**src/rtl/idx_arith_pkg.sv**
```systemverilog
package idx_arith_pkg;

   typedef enum logic [1:0] {
      OP_ADD = 2'b00,
      OP_SUB = 2'b01,
      OP_MOV = 2'b10,
      OP_CMP = 2'b11
   } arith_op_e;

   typedef enum logic [1:0] {
      SRC_IMM_SHORT = 2'b00,
      SRC_IMM_FULL  = 2'b01,
      SRC_FIXED_REG = 2'b10,
      SRC_RESERVED  = 2'b11
   } operand_src_e;

endpackage

```
**src/rtl/idx_operand_sel.sv**
```systemverilog
module idx_operand_sel
   import idx_arith_pkg::*;
#(
   parameter int DW    = 16,
   parameter int IMM8W = 8
) (
   input  operand_src_e  src,
   input  logic [DW-1:0] imm_val,
   input  logic [DW-1:0] fixed_val,
   output logic [DW-1:0] operand,
   output logic          src_ok
);

   logic [DW-1:0] short_ext;

   // The short immediate is a positive constant: widen it with zeros.
   generate
      if (IMM8W == DW) begin : g_no_ext
         assign short_ext = imm_val;
      end else begin : g_zero_ext
         assign short_ext = {{(DW-IMM8W){1'b0}}, imm_val[IMM8W-1:0]};
      end
   endgenerate

   always_comb begin
      operand = '0;
      src_ok  = 1'b1;
      unique case (src)
         SRC_IMM_SHORT: operand = short_ext;
         SRC_IMM_FULL:  operand = imm_val;
         SRC_FIXED_REG: operand = fixed_val;
         default:       src_ok  = 1'b0;
      endcase
   end

endmodule

```
**src/rtl/idx_alu.sv**
```systemverilog
module idx_alu
   import idx_arith_pkg::*;
#(
   parameter int DW = 16
) (
   input  arith_op_e     op,
   input  logic [DW-1:0] a,
   input  logic [DW-1:0] b,
   output logic [DW-1:0] result,
   output logic          zf,
   output logic          cf,
   output logic          writes_reg
);

   logic [DW:0] sum_w;
   logic [DW:0] diff_w;

   assign sum_w  = {1'b0, a} + {1'b0, b};
   assign diff_w = {1'b0, a} - {1'b0, b};

   always_comb begin
      result     = '0;
      cf         = 1'b0;
      writes_reg = 1'b1;
      unique case (op)
         OP_ADD: begin
            result = sum_w[DW-1:0];
            cf     = sum_w[DW];
         end
         OP_SUB: begin
            result = diff_w[DW-1:0];
            cf     = ~diff_w[DW];
         end
         OP_MOV: begin
            result = b;
            cf     = 1'b0;
         end
         default: begin
            result     = diff_w[DW-1:0];
            cf         = ~diff_w[DW];
            writes_reg = 1'b0;
         end
      endcase
      zf = (result == '0);
   end

endmodule

```
**src/rtl/idx_regfile.sv**
```systemverilog
module idx_regfile #(
   parameter int DW        = 16,
   parameter int NREG      = 8,
   parameter int FIXED_IDX = 5,
   localparam int AW       = $clog2(NREG)
) (
   input  logic             clk,
   input  logic             rst,
   input  logic             we,
   input  logic [AW-1:0]    waddr,
   input  logic [DW-1:0]    wdata,
   input  logic             wzf,
   input  logic             wcf,
   input  logic [AW-1:0]    dst_sel,
   input  logic [AW-1:0]    rd_sel,
   output logic [DW-1:0]    dst_data,
   output logic [DW-1:0]    fixed_data,
   output logic [DW-1:0]    rd_data,
   output logic             rd_zf,
   output logic             rd_cf,
   output logic [NREG*DW-1:0] regs_flat,
   output logic [NREG-1:0]  zf_flat,
   output logic [NREG-1:0]  cf_flat
);

   logic [DW-1:0] regs_q [NREG];
   logic [NREG-1:0] zf_q;
   logic [NREG-1:0] cf_q;

   generate
      for (genvar i = 0; i < NREG; i++) begin : g_reg
         always_ff @(posedge clk) begin
            if (rst) begin
               regs_q[i] <= '0;
               zf_q[i]   <= 1'b0;
               cf_q[i]   <= 1'b0;
            end else if (we && (waddr == AW'(i))) begin
               regs_q[i] <= wdata;
               zf_q[i]   <= wzf;
               cf_q[i]   <= wcf;
            end
         end
         assign regs_flat[i*DW +: DW] = regs_q[i];
      end
   endgenerate

   assign zf_flat    = zf_q;
   assign cf_flat    = cf_q;
   assign dst_data   = regs_q[dst_sel];
   assign fixed_data = regs_q[FIXED_IDX];
   assign rd_data    = regs_q[rd_sel];
   assign rd_zf      = zf_q[rd_sel];
   assign rd_cf      = cf_q[rd_sel];

endmodule

```
**src/rtl/idx_arith_unit.sv**
```systemverilog
module idx_arith_unit
   import idx_arith_pkg::*;
#(
   parameter int DW        = 16,
   parameter int IMM8W     = 8,
   parameter int NREG      = 8,
   parameter int FIXED_IDX = 5,
   localparam int AW       = $clog2(NREG)
) (
   input  logic          clk,
   input  logic          rst,
   input  logic          instr_vld,
   input  logic [1:0]    src_sel,
   input  logic [1:0]    op_code,
   input  logic [AW-1:0] dst_idx,
   input  logic [DW-1:0] imm_val,
   input  logic [AW-1:0] rd_sel,
   output logic [DW-1:0] rd_data,
   output logic          rd_zf,
   output logic          rd_cf,
   output logic          cmp_zf,
   output logic          cmp_cf
);

   initial begin
      assert (IMM8W >= 1 && IMM8W <= DW)
         else $error("IMM8W must lie in 1..DW");
      assert (FIXED_IDX >= 0 && FIXED_IDX < NREG)
         else $error("FIXED_IDX must name an existing register");
      assert (NREG >= 2 && (1 << AW) == NREG)
         else $error("NREG must be a power of two, at least 2");
   end

   logic [DW-1:0]      dst_data;
   logic [DW-1:0]      fixed_data;
   logic [DW-1:0]      operand;
   logic               src_ok;
   logic [DW-1:0]      alu_res;
   logic               alu_zf;
   logic               alu_cf;
   logic               alu_writes;
   logic               do_exec;
   logic [NREG*DW-1:0] regs_flat;
   logic [NREG-1:0]    rzf_flat;
   logic [NREG-1:0]    rcf_flat;
   logic               cmp_zf_q;
   logic               cmp_cf_q;

   idx_operand_sel #(.DW(DW), .IMM8W(IMM8W)) opsel_i (
      .src       (operand_src_e'(src_sel)),
      .imm_val   (imm_val),
      .fixed_val (fixed_data),
      .operand   (operand),
      .src_ok    (src_ok)
   );

   idx_alu #(.DW(DW)) alu_i (
      .op         (arith_op_e'(op_code)),
      .a          (dst_data),
      .b          (operand),
      .result     (alu_res),
      .zf         (alu_zf),
      .cf         (alu_cf),
      .writes_reg (alu_writes)
   );

   assign do_exec = instr_vld && src_ok;

   idx_regfile #(.DW(DW), .NREG(NREG), .FIXED_IDX(FIXED_IDX)) rf_i (
      .clk        (clk),
      .rst        (rst),
      .we         (do_exec && alu_writes),
      .waddr      (dst_idx),
      .wdata      (alu_res),
      .wzf        (alu_zf),
      .wcf        (alu_cf),
      .dst_sel    (dst_idx),
      .rd_sel     (rd_sel),
      .dst_data   (dst_data),
      .fixed_data (fixed_data),
      .rd_data    (rd_data),
      .rd_zf      (rd_zf),
      .rd_cf      (rd_cf),
      .regs_flat  (regs_flat),
      .zf_flat    (rzf_flat),
      .cf_flat    (rcf_flat)
   );

   always_ff @(posedge clk) begin
      if (rst) begin
         cmp_zf_q <= 1'b0;
         cmp_cf_q <= 1'b0;
      end else if (do_exec && !alu_writes) begin
         cmp_zf_q <= alu_zf;
         cmp_cf_q <= alu_cf;
      end
   end

   assign cmp_zf = cmp_zf_q;
   assign cmp_cf = cmp_cf_q;

endmodule

```
**config.mk**
```make
export PLATFORM = sky130hd
export DESIGN_NAME = idx_arith_unit
export DESIGN_NICKNAME = d
export VERILOG_FILES = /design/src/rtl/idx_arith_pkg.sv /design/src/rtl/idx_operand_sel.sv /design/src/rtl/idx_alu.sv /design/src/rtl/idx_regfile.sv /design/src/rtl/idx_arith_unit.sv
export SDC_FILE = /design/constraint.sdc
export NUM_CORES = 1
export LEC_CHECK = 0
export ABC_AREA = 1
export CORE_MARGIN = 2
export CORE_UTILIZATION = 50
export DETAILED_ROUTE_END_ITERATION = 12
export PLACE_DENSITY = 0.67
export SLEW_MARGIN = 10
export SYNTH_ARGS = -nofsm -noshare
export SYNTH_HDL_FRONTEND = slang
export SYNTH_SLANG_ARGS = --single-unit
export TNS_END_PERCENT = 10
```
**constraint.sdc**
```tcl
create_clock -name clk -period 6.6 [get_ports clk]
set_input_delay 1.32 -clock clk [delete_from_list [all_inputs] [get_ports clk]]
set_output_delay 1.32 -clock clk [all_outputs]
set_load 0.1 [all_outputs]
```
# Yosys cells after proc, flatten, opt, wreduce, memory -nomap -nowiden
# Memories as Yosys holds them, arrays and structs flattened.
# Cells that the tools add are included.
# word_totals
regBits,18
mem_bits_rw,128
wordCells,103
n_memories,1
output_inout_bits,20
inputBits,29
# mem_list
memory,words,width,rd,rd_clocked_by_memory_dff,write_ports,line_no,source
rf_i.regs_q,8,16,3,0,8,idx_regfile.sv:26,logic [DW-1:0] regs_q [NREG];
# op_classes
bitwise,9
reduce_logical,18
n_addsub,2
n_lt_le_gt_ge,1
n_eq_ne,11
muxes,43
# op_table
op,count
two-way mux 16 bit,8
case mux 16 bit (3 select lines),1
case mux 16 bit (2 select lines),1
two-way mux 1 bit,30
adder 16 x 16 -> 17 bit,1
subtractor 16 x 16 -> 17 bit,1
zero test 16 bit,1
equality test 3 bit (second input constant),4
logical AND 1 bit,11
OR 1 bit,8
binary-select mux 1 bit (select 3 bit),2
equality test 3 x 2 -> 1 bit (second input constant),2
OR reduction 3 bit,2
equality test 2 x 1 -> 1 bit (second input constant),2
equality test 2 bit (second input constant),2
zero test 2 bit,2
< comparator 3 x 4 -> 1 bit (second input constant),1
equality test 3 x 1 -> 1 bit (second input constant),1
zero test 3 bit,1
case mux 1 bit (2 select lines),1
zero test 1 bit,1
NOT 1 bit,1

# Depth between registers and ports, before layout
# Gate-level depths: netlist (run 1).
# depth
ltp_word,10
mapped_depth,25
depth_no_buf,25

# Modules after synthesis
# From an unflattened synthesis (run 1), not the netlist that was laid out.
# hier_totals
cells_unflattened,1691
hier_area_um2,11427.2
# by_module_without_submodules
mod,seq_area_each_um2,area_each_um2,cells_each,n_inst
idx_regfile,4164.0,8534.4,1161,1
idx_alu,0.0,2424.8,457,1
idx_operand_sel,0.0,365.4,56,1
idx_arith_unit,40.0,102.6,17,1

# Worst setup path before layout (run 1)
# OpenSTA, ideal clock, no wires.
# synth_timing
path_type,in2out
start,in rd_sel[0]
end,out rd_data[10]
slack_ps,1559
t_required_ps,5280
stages,5
arrival_time_ps,3721
n_path_buf,2
cell_sequence,inv_1 buf_1 clkbuf_1 o21ai_0 a31oi_1
# synth_via
elab_chain_cells,1
# synth_lines
item,line_no,source
from (decl),idx_arith_unit.sv:17,"input logic [AW-1:0] rd_sel,"
memory read (8 x 16 bit),n/a,
to (decl),idx_arith_unit.sv:18,"output logic [DW-1:0] rd_data,"
# Every way passes these cells.

# Worst setup path in the final report (run 1)
# layout_timing
start,in dst_idx[1]
end,reg rf_i.zf_q[6] (netlist: rf_i.zf_flat[6])
# layout_via
elab_chain_cells,4
elab_cells_between_ends,7
classes_between,add/sub (2); eq/ne (1); mux (1); reduce/logical (2); memory (1)
# layout_lines
item,line_no,source
from (decl),idx_arith_unit.sv:15,"input logic [AW-1:0] dst_idx,"
memory read (8 x 16 bit),n/a,
subtractor 16 x 16 -> 17 bit or adder 16 x 16 -> 17 bit (tied branches),"idx_alu.sv:19, idx_alu.sv:18",
case mux 16 bit (2 select lines),idx_alu.sv:25,unique case (op)
zero test 16 bit,idx_alu.sv:44,zf = (result == '0);
"to (signal, indexed assignment)",idx_regfile.sv:39,zf_q[i] <= wzf;
to (decl),idx_regfile.sv:27,logic [NREG-1:0] zf_q;
# Several ways; a longest one is shown, not always the timed one.
# A chain may end at the register's enable or synchronous reset.

==> results.yml, run 1 <==
die:
  dieArea_mm2: 0.0219
  die_x_um: 148
  coreArea_mm2: 0.0203
  dieHeight_um: 148
  io_pins: 49
  fp-row-count: 52
  initial_core_util_pct: 51.0
run:
  maxCapViolations: 0
sta:
  fmax_mhz: 198
  min_period_ps: 5060
  worstMarginPinSlew_ps: 1010
  drv_slew: 0
  whs_ps: 470
  setup_violations: 0
  rsz0062_at_grt: "false"
  hold_viol: 0
  slew_headroom_pct: 32.5
  period_share_pct: 76.6
  finalSetupTns_ps: 0
  clock_skew_ps: 12.8
clock_tree:
  cts_tree: "built"
  cts_setup_buffers: 0
  cts_repair_resize_count: 0
  cts.sinks: 146
  cts_max_path_buffers: 2
  cts_buffers: 17
  cts-hold-fix-buffers: 0
  htreeDepth: 4
  clk_latency_ps: 430
  cts_root_buf: "clkbuf_16"
  clk_pin_slew_worst_paths_ps: 60
place:
  dp_hpwl_um: 23200
  portBuffers: 48
  gp_congestion: 0.895
  placed_cells: 1678
power:
  power_density_mw_per_mm2: 249
  peakVddDrop_mv: 0.185
  p_leak_nw: 5.42
grt:
  grt_pass1_vias: 9054
  gr-total-overflow: 0
  grt_use_total_pct: 30.4
  antenna_found_initial: 0
  grt_pass1_wl_um: 51000
  grt_max_degree: 76
critical_path:
  end_kind: "register"
  start_kind: "primary input"
  cp_data_required_time_ps: 6970
  worstSetupStartpoint: "dst_idx[1]"
  critical_path_class: "in -> reg"
  rr_startpoint: "rf_i.regs_q[5][0]$_SDFFCE_PN0P_"
  cp_data_arrival_time_ps: 5420
  crit_fanout: 10
route:
  viasPerCell: 5.72
  drt_pre_antenna_iters: 5
  post_drt_wl_per_cell_um: 19.2
  route.antenna.remaining_nets: 0
  drc_errors: 0
  drtIter0Drc: 1043
  drt_wl_total_um: 32800
  vias: 9785
finish:
  final_cell_count_no_fill: 1710
  layout-drive-gt1-share_pct: 9.38
  nets: 1491
  area_delta_synth_final_pct: 11.6
  multi_input_area_mm2: 0.00487
  seqCellArea_mm2: 0.00420
  fillers: 1940
  diodes: 0
hold_path:
  min-delay-path-class: "reg -> reg"
  hp-start: "rf_i.zf_flat[1]$_SDFFE_PP0P_"
synth:
  ys_warn_count: 0
  syn_area_mm2: 0.0103
  syn_nets: 1472
  yosys.cell_types.count: 50
  ys_seq_area_share_pct: 40.6
  synth.avg_cell_area_um2: 7.35
  syn_inst: 1408
  ys_seq_elements: 146
outcome:
  status: "finished, final reports clean"
==> cells in the mapped netlist, drive strengths merged <==
library cell / instances / area, um^2
o21a: 5 / 37.5
xor2: 1 / 8.76
a31oi: 25 / 156
a21oi: 47 / 254
nand3: 85 / 518
o21bai: 4 / 30.0
clkbuf: 36 / 135
o22ai: 27 / 169
dfxtp: 18 / 360
and2: 4 / 25.0
a32oi: 1 / 8.76
o21ai: 104 / 524
o41ai: 1 / 8.76
inv: 246 / 923
o211ai: 13 / 97.6
o221ai: 6 / 52.6
a21boi: 1 / 7.51
nand4: 9 / 62.6
buf: 31 / 193
ha: 33 / 413
clkinv: 4 / 15.0
edfxtp: 128 / 3840
o2111ai: 6 / 52.6
nor3: 9 / 61.3
nor2: 214 / 872
nand3b: 2 / 27.5
nand2: 322 / 1260
a221oi: 1 / 8.76
a22oi: 18 / 135
fa: 2 / 40.0
o32ai: 5 / 43.8
==> power by group <==
part | switching (mW) | internal, mW | leakage (nW)
clock | 0.388 | 0.635 | 0.295
sequential | 0.0203 | 1.04 | 1.47
combinational | 0.580 | 0.205 | 3.65
total | 0.988 | 1.88 | 5.42
==> registers in the layout, indices dropped and copies added (netlist names) <==
signal	cells
rf_i.zf_flat	8
rf_i.cf_flat	8
rf_i.regs_q	128
cmp_zf	1
cmp_cf	1
==> layout make-up <==
cell class	instances	share of cell area (%)
clock inverter	12	1.56
timing repair buffer	67	4.92
tap	270	2.93
inverter	250	8.13
clock buffer	20	3.78
sequential	146	36.4
multi-input combinational	945	42.2
==> worst paths after layout <==
kind / endpoint / slack [ps] / depth (start not counted)
worst max-delay path: rf_i.zf_flat[6]$_SDFFE_PP0P_ / 1540 / 19
worst min-delay path: rf_i.zf_flat[1]$_SDFFE_PP0P_ / 470 / 2
worst max register to register: rf_i.zf_flat[6]$_SDFFE_PP0P_ / 3090 / 22
worst min register to register: rf_i.zf_flat[1]$_SDFFE_PP0P_ / 470 / 2
==> kinds of logic after synthesis <==
| logic type | Yosys count | share of synthesized area (%) |
|---|---|---|
| simple gates | 645 | 27.3 |
| buf+inv | 317 | 12.2 |
| compound gates | 264 | 15.3 |
| flops | 146 | 40.6 |
| fa+ha+maj | 35 | 4.38 |
| xor+xnor | 1 | 0.0847 |
==> cells in the final DEF, fill, tap and decap left out, types with 14 or more instances in the layout <==
master,synthesis,routed
a21oi_1,44,44
clkdlybuf4s50_1,0,28
ha_1,33,33
buf_4,6,37
a31oi_1,25,25
o22ai_1,27,27
o21ai_0,101,101
inv_1,234,233
nor2_1,198,198
clkbuf_16,0,17
nand3_1,71,71
a22oi_1,18,18
dfxtp_1,18,18
nand2_1,306,306
nand2_2,14,14
edfxtp_1,128,128
==> critical path, cell delays in order <==
cell and delay (ps):
clkdlybuf4s50_1 460, nand2_1 110, clkinv_1 380, buf_4 340, a22oi_1 220, a32oi_1 230, ha_1 620, nand2_1 130
nor2_1 250, nand3_1 190, nand3_1 110, nand2_1 50, nand3_1 150, nand3_4 180, nor2_2 200, nand3_4 110
nor2_8 210, nand2_1 70, nand2_1 90
==> routing by layer <==
layer | routed length, um | vias up | GRT usage [%] | part of all wire, %
met5 | 0 | - | 0 | 0
met2 | 15300 | 522 | 49.9 | 47
li1 | - | 4622 | - | -
met4 | 605 | 0 | 7.10 | 1.8
met1 | 13800 | 4587 | 42.5 | 42
met3 | 3100 | 54 | 4.66 | 9.4
==> per-stage QoR <==
| stage | setup WS [ps] | total power [mW] | util, % | area (um^2) |
|---|---|---|---|---|
| CTS | 1620 | 2.86 | 56.8 | 11500 |
| global placement | 1250 | 1.85 | 53.8 | 10900 |
| finish | 1540 | 2.87 | 56.8 | 11500 |
| global route | 1190 | 2.98 | 56.8 | 11500 |
| detailed placement | 1190 | 1.85 | 53.8 | 10900 |
| floorplan | 1560 | 1.64 | - | 10300 |
(Power assumes the default switching activity.)
==> run 2, diff against run 1 <==
clock period = 4.9 ns   (was 6.6 ns; I/O delays follow)
==> results.yml, run 2 (synthesis gave the netlist of run 1 again) <==
place:
  dp_hpwl_um: 22900
  portBuffers: 48
  placed_cells: 1695
  placed_area_mm2: 0.0113
  gp_congestion: 0.968
die:
  dieArea_mm2: 0.0219
  dieHeight_um: 148
  initial_core_util_pct: 51.0
  die_x_um: 148
  fp-row-count: 52
  io_pins: 49
  coreArea_mm2: 0.0203
grt:
  grt_pass1_vias: 9249
  grt_max_degree: 76
  antenna_found_initial: 0
  grt_pass1_wl_um: 49800
  grt_use_total_pct: 29.7
  gr-total-overflow: 0
critical_path:
  path_buf_inv: 7
  start_kind: "primary input"
  cp_top_family: "buffers and inverters"
  cp_slowest_stage_delay_ps: 500
  worstSetupStartpoint: "dst_idx[0]"
  cp_common_cell: "nand2_1"
  end_kind: "register"
  critPathSlowestCell: "clkdlybuf4s50_1"
  ff2ff_setup_slack_ps: 1260
  crit_fanout: 19
  r2r.worst_path.cells: 21
  r2r_end: "rf_i.regs_q[2][14]$_SDFFCE_PN0P_"
  critical_path_class: "in -> reg"
  cp_data_required_time_ps: 5090
  rr_startpoint: "rf_i.regs_q[5][0]$_SDFFCE_PN0P_"
  cp_data_arrival_time_ps: 4780
power:
  peakVddDrop_mv: 0.193
  p_leak_nw: 5.59
  power_density_mw_per_mm2: 336
route:
  drtIter0Drc: 823
  drt_pre_antenna_iters: 5
  drt_wl_total_um: 32100
  post_drt_wl_per_cell_um: 18.6
  vias: 9803
  drc_errors: 0
  route.antenna.remaining_nets: 0
  viasPerCell: 5.68
sta:
  min_period_ps: 4590
  hold_viol: 0
  whs_ps: 469
  rsz0062_at_grt: "false"
  period_share_pct: 93.7
  worstMarginPinSlew_ps: 979
  setup_violations: 0
  slew_headroom_pct: 34.5
  fmax_mhz: 218
  clock_skew_ps: 14.5
  drv_slew: 0
finish:
  layout_commonest_cell: "nand2_1"
  layout_common_cells: "nand2_1, inv_1, nor2_1"
  largest_reg_flops: 128
  regMostFlops: "rf_i.regs_q"
  fillers: 1878
  nets: 1508
  area_delta_synth_final_pct: 15.3
  final_cell_count_no_fill: 1727
  diodes: 0
  fin_area_mm2: 0.0119
  layout-drive-gt1-share_pct: 10.5
clock_tree:
  clk_latency_ps: 440
  clk_pin_slew_worst_paths_ps: 60
  cts_max_path_buffers: 2
  cts_root_buf: "clkbuf_16"
  cts.sinks: 146
  cts_tree: "built"
  htreeDepth: 4
  cts_buffers: 17
hold_path:
  hp-start: "rf_i.zf_flat[6]$_SDFFE_PP0P_"
  holdPathEnd: "rf_i.zf_flat[6]$_SDFFE_PP0P_"
  holdPathStages: 2
  min-delay-path-class: "reg -> reg"
outcome:
  status: "finished, final reports clean"
run:
  maxCapViolations: 0
-- run 2: how the worst max path moves through the flow --
stage                     slack, ps                                to  cells after the start
after floorplan                 540                       rd_data[10]                      5
after global placement          -40  rf_i.regs_q[2][14]$_SDFFCE_PN0P_                     20
after detailed placement        -60  rf_i.regs_q[5][15]$_SDFFCE_PN0P_                     22
after CTS                       370  rf_i.regs_q[4][15]$_SDFFCE_PN0P_                     22
after global routing             20  rf_i.regs_q[5][14]$_SDFFCE_PN0P_                     25
final                           310  rf_i.regs_q[2][14]$_SDFFCE_PN0P_                     25
-- run 2: area by class of cell --
class,count,area [um^2],share of cell area [%]
tap,270,338,2.83
inverter,250,938,7.87
timing repair buffer,84,921,7.72
clock buffer,19,433,3.63
sequential,146,4200,35.3
clock inverter,13,209,1.75
multi-input combinational,945,4880,40.9
-- run 2: metrics by stage --
| step | setup TNS [ps] | power [mW] | setup slack, ps | util (%) |
|---|---|---|---|---|
| 2_1_floorplan | 0 | 2.21 | 539 | - |
| 3_3_place_gp | -560 | 2.56 | -35.8 | 55.5 |
| 3_5_place_dp | -662 | 2.57 | -56.8 | 55.5 |
| 4_1_cts | 0 | 3.98 | 366 | 58.7 |
| 5_1_grt | 0 | 4.14 | 17.7 | 58.7 |
| 6_report | 0 | 4.00 | 308 | 58.7 |
-- run 2: routing by layer --
layer	GRT usage, %	wire length [um]
met1	39.5	13100
met2	48.8	15000
met3	5.46	3210
met4	10.8	809
met5	0	0
-- run 2: tightest hold or removal path, delay by kind of cell (launching register included) --
| kind | cells | cell delay [ps] |
|---|---|---|
| flip-flops | 1 | 300 |
| AND/OR/NAND/NOR | 2 | 120 |
-- run 2: power by group --
part           leakage, nW  internal (mW)  switching (mW)
clock network        0.305          0.904           0.532
logic                 3.82          0.341           0.795
registers             1.47           1.40          0.0263
-- run 2: repair_timing --
| action | CTS | global route |
|---|---|---|
| setup endpoints to repair | 0 | 14 |
| gates resized for setup | 0 | 1 |
| setup buffers | 0 | 0 |
| hold buffers | 0 | 0 |
==> run 3, diff against run 2 <==
CORE_ASPECT_RATIO = 1.1   (was unset)
SETUP_SLACK_MARGIN = 0.2   (was unset)
SYNTH_HIERARCHICAL = 1   (was unset)
==> results.yml, run 3 <==
sta:
  drv_slew: 0
  min_period_ps: 4380
  hold_viol: 0
  rsz0062_at_grt: "false"
  finalSetupTns_ps: 0
  clock_skew_ps: 11.0
  setup_violations: 0
  fmax_mhz: 228
  whs_ps: 479
  worstMarginPinSlew_ps: 982
  slew_headroom_pct: 34.3
  period_share_pct: 89.5
place:
  dp_hpwl_um: 24400
  gp_congestion: 1.04
  portBuffers: 48
clock_tree:
  htreeDepth: 4
  cts_root_buf: "clkbuf_16"
  clk_pin_slew_worst_paths_ps: 60
  cts_tree: "built"
  cts_setup_buffers: 0
  cts_max_path_buffers: 2
  cts_buffers: 17
  clk_latency_ps: 430
  cts-hold-fix-buffers: 0
  cts.sinks: 146
  cts_repair_resize_count: 0
critical_path:
  cp_data_required_time_ps: 5250
  cp_data_arrival_time_ps: 4740
  rr_startpoint: "rf_i/regs_q[5][9]$_SDFFCE_PN0P_"
  critical_path_class: "in -> reg"
  cp_top_family: "buffers and inverters"
  ff2ff_setup_slack_ps: 1480
  cp_slowest_stage_delay_ps: 530
  r2r_end: "rf_i/zf_flat[4]$_SDFFE_PP0P_"
  end_kind: "register"
  crit_fanout: 21
  r2r.worst_path.cells: 20
  critPathSlowestCell: "clkdlybuf4s50_1"
  path_cells: "clkdlybuf4s50_1 > buf_4 > buf_4 > nand3_1 > nand2_1 > nand2_1 > nand2_1 > ha_1 > a21oi_1 > nand2_1 > a21oi_1 > nand3_1 > nand3_1 > nand3_2 > nor2_1 > nand3_1 > nor2_1 > buf_4 > inv_1 > o21ai_1"
  path_buf_inv: 5
  worst-path-stages: 20
  start_kind: "primary input"
power:
  p_leak_nw: 6.38
  combinationalPowerShare_pct: 30.8
  p_clk_share_pct: 32.3
  switchingPower_mw: 1.39
  switching_share_pct: 36.2
  intPower_mw: 2.45
  power_density_mw_per_mm2: 304
  peakVddDrop_mv: 0.281
  p_seq_share_pct: 37.0
route:
  drc_errors: 0
  drtIter0Drc: 1060
  drt_wl_total_um: 36500
  route.antenna.remaining_nets: 0
  post_drt_wl_per_cell_um: 18.2
  drt_pre_antenna_iters: 5
  viasPerCell: 5.38
  vias: 10800
finish:
  largest_reg_flops: 128
  regMostFlops: "rf_i/regs_q"
  area_delta_synth_final_pct: 11.7
  nets: 1757
  diodes: 0
  layout_commonest_cell: "nand2_1"
  layout-drive-gt1-share_pct: 9.67
  layout_common_cells: "nand2_1, inv_1, nand3_1"
die:
  fp-row-count: 57
  coreArea_mm2: 0.0222
  io_pins: 49
  initial_core_util_pct: 51.0
  dieArea_mm2: 0.0238
  die_x_um: 147
  dieHeight_um: 162
hold_path:
  holdPathStages: 2
  min-delay-path-class: "reg -> reg"
  hp-start: "rf_i/cf_flat[7]$_SDFFE_PP0P_"
  holdPathEnd: "rf_i/cf_flat[7]$_SDFFE_PP0P_"
synth:
  syn_inst: 1675
  ys_warn_count: 6
  syn_nets: 1738
  synth.avg_cell_area_um2: 6.75
  syn_area_mm2: 0.0113
grt:
  grt_use_total_pct: 31.1
  grt_pass1_wl_um: 56400
  grt_pass1_vias: 10100
  grt_max_degree: 73
  antenna_found_initial: 0
  gr-total-overflow: 0
run:
  maxCapViolations: 0
outcome:
  status: "finished, final reports clean"
-- run 3: per-layer routing --
layer	vias to the layer above	global-route usage, %	part of all wire, %	wire, um
li1	5238	-	-	-
met4	0	13.3	3.7	1350
met3	74	4.13	8.1	2950
met2	521	51.6	48	17500
met5	-	0	0	0
met1	4939	41.2	40	14700
-- run 3: worst max-delay path by stage --
stage | start | to | slack (ps)
floorplan | dst_idx[1] | rf_i/zf_flat[4]$_SDFFE_PP0P_ | 1390
global placement | dst_idx[1] | rf_i/zf_flat[6]$_SDFFE_PP0P_ | 180
detailed placement | dst_idx[1] | rf_i/zf_flat[1]$_SDFFE_PP0P_ | 130
CTS | dst_idx[1] | rf_i/zf_flat[4]$_SDFFE_PP0P_ | 580
global route | dst_idx[1] | rf_i/zf_flat[0]$_SDFFE_PP0P_ | 380
finish | dst_idx[1] | rf_i/zf_flat[4]$_SDFFE_PP0P_ | 520
-- run 3: area by class of cell --
cell class / instances / area, um^2
fill: 2151 / 9550
sequential: 146 / 4200
multi-input combinational: 1183 / 5540
clock buffer: 23 / 489
tap: 295 / 369
clock inverter: 9 / 70.1
inverter: 269 / 1030
timing repair buffer: 77 / 931
-- run 3: power by group through the flow --
| stage | Clock (mW) | Combinational [mW] | Sequential, mW |
|---|---|---|---|
| floorplan | 0 | 0.812 | 1.44 |
| global placement | 0 | 1.16 | 1.44 |
| detailed placement | 0 | 1.16 | 1.45 |
| CTS | 1.25 | 1.17 | 1.42 |
| global route | 1.30 | 1.28 | 1.42 |
| finish | 1.24 | 1.18 | 1.42 |
-- run 3: stage by stage --
| stage | power (mW) | setup slack [ps] | util (%) | cells | instance area [um^2] |
|---|---|---|---|---|---|
| global route | 4.01 | 377 | 56.9 | 2002 | 12600 |
| global placement | 2.60 | 181 | 54.4 | 1970 | 12100 |
| detailed placement | 2.61 | 135 | 54.4 | 1970 | 12100 |
| floorplan | 2.26 | 1390 | - | 1675 | 11300 |
| CTS | 3.84 | 576 | 56.9 | 2002 | 12600 |
| finish | 3.84 | 516 | 56.9 | 2002 | 12600 |
-- run 3: worst min-delay path, delay by kind of cell, from the launching register on --
kind / cells / cell delay [ps]
DFF: 1 / 310
and+or+nand+nor: 1 / 70
AOI/OAI and AO/OA: 1 / 50
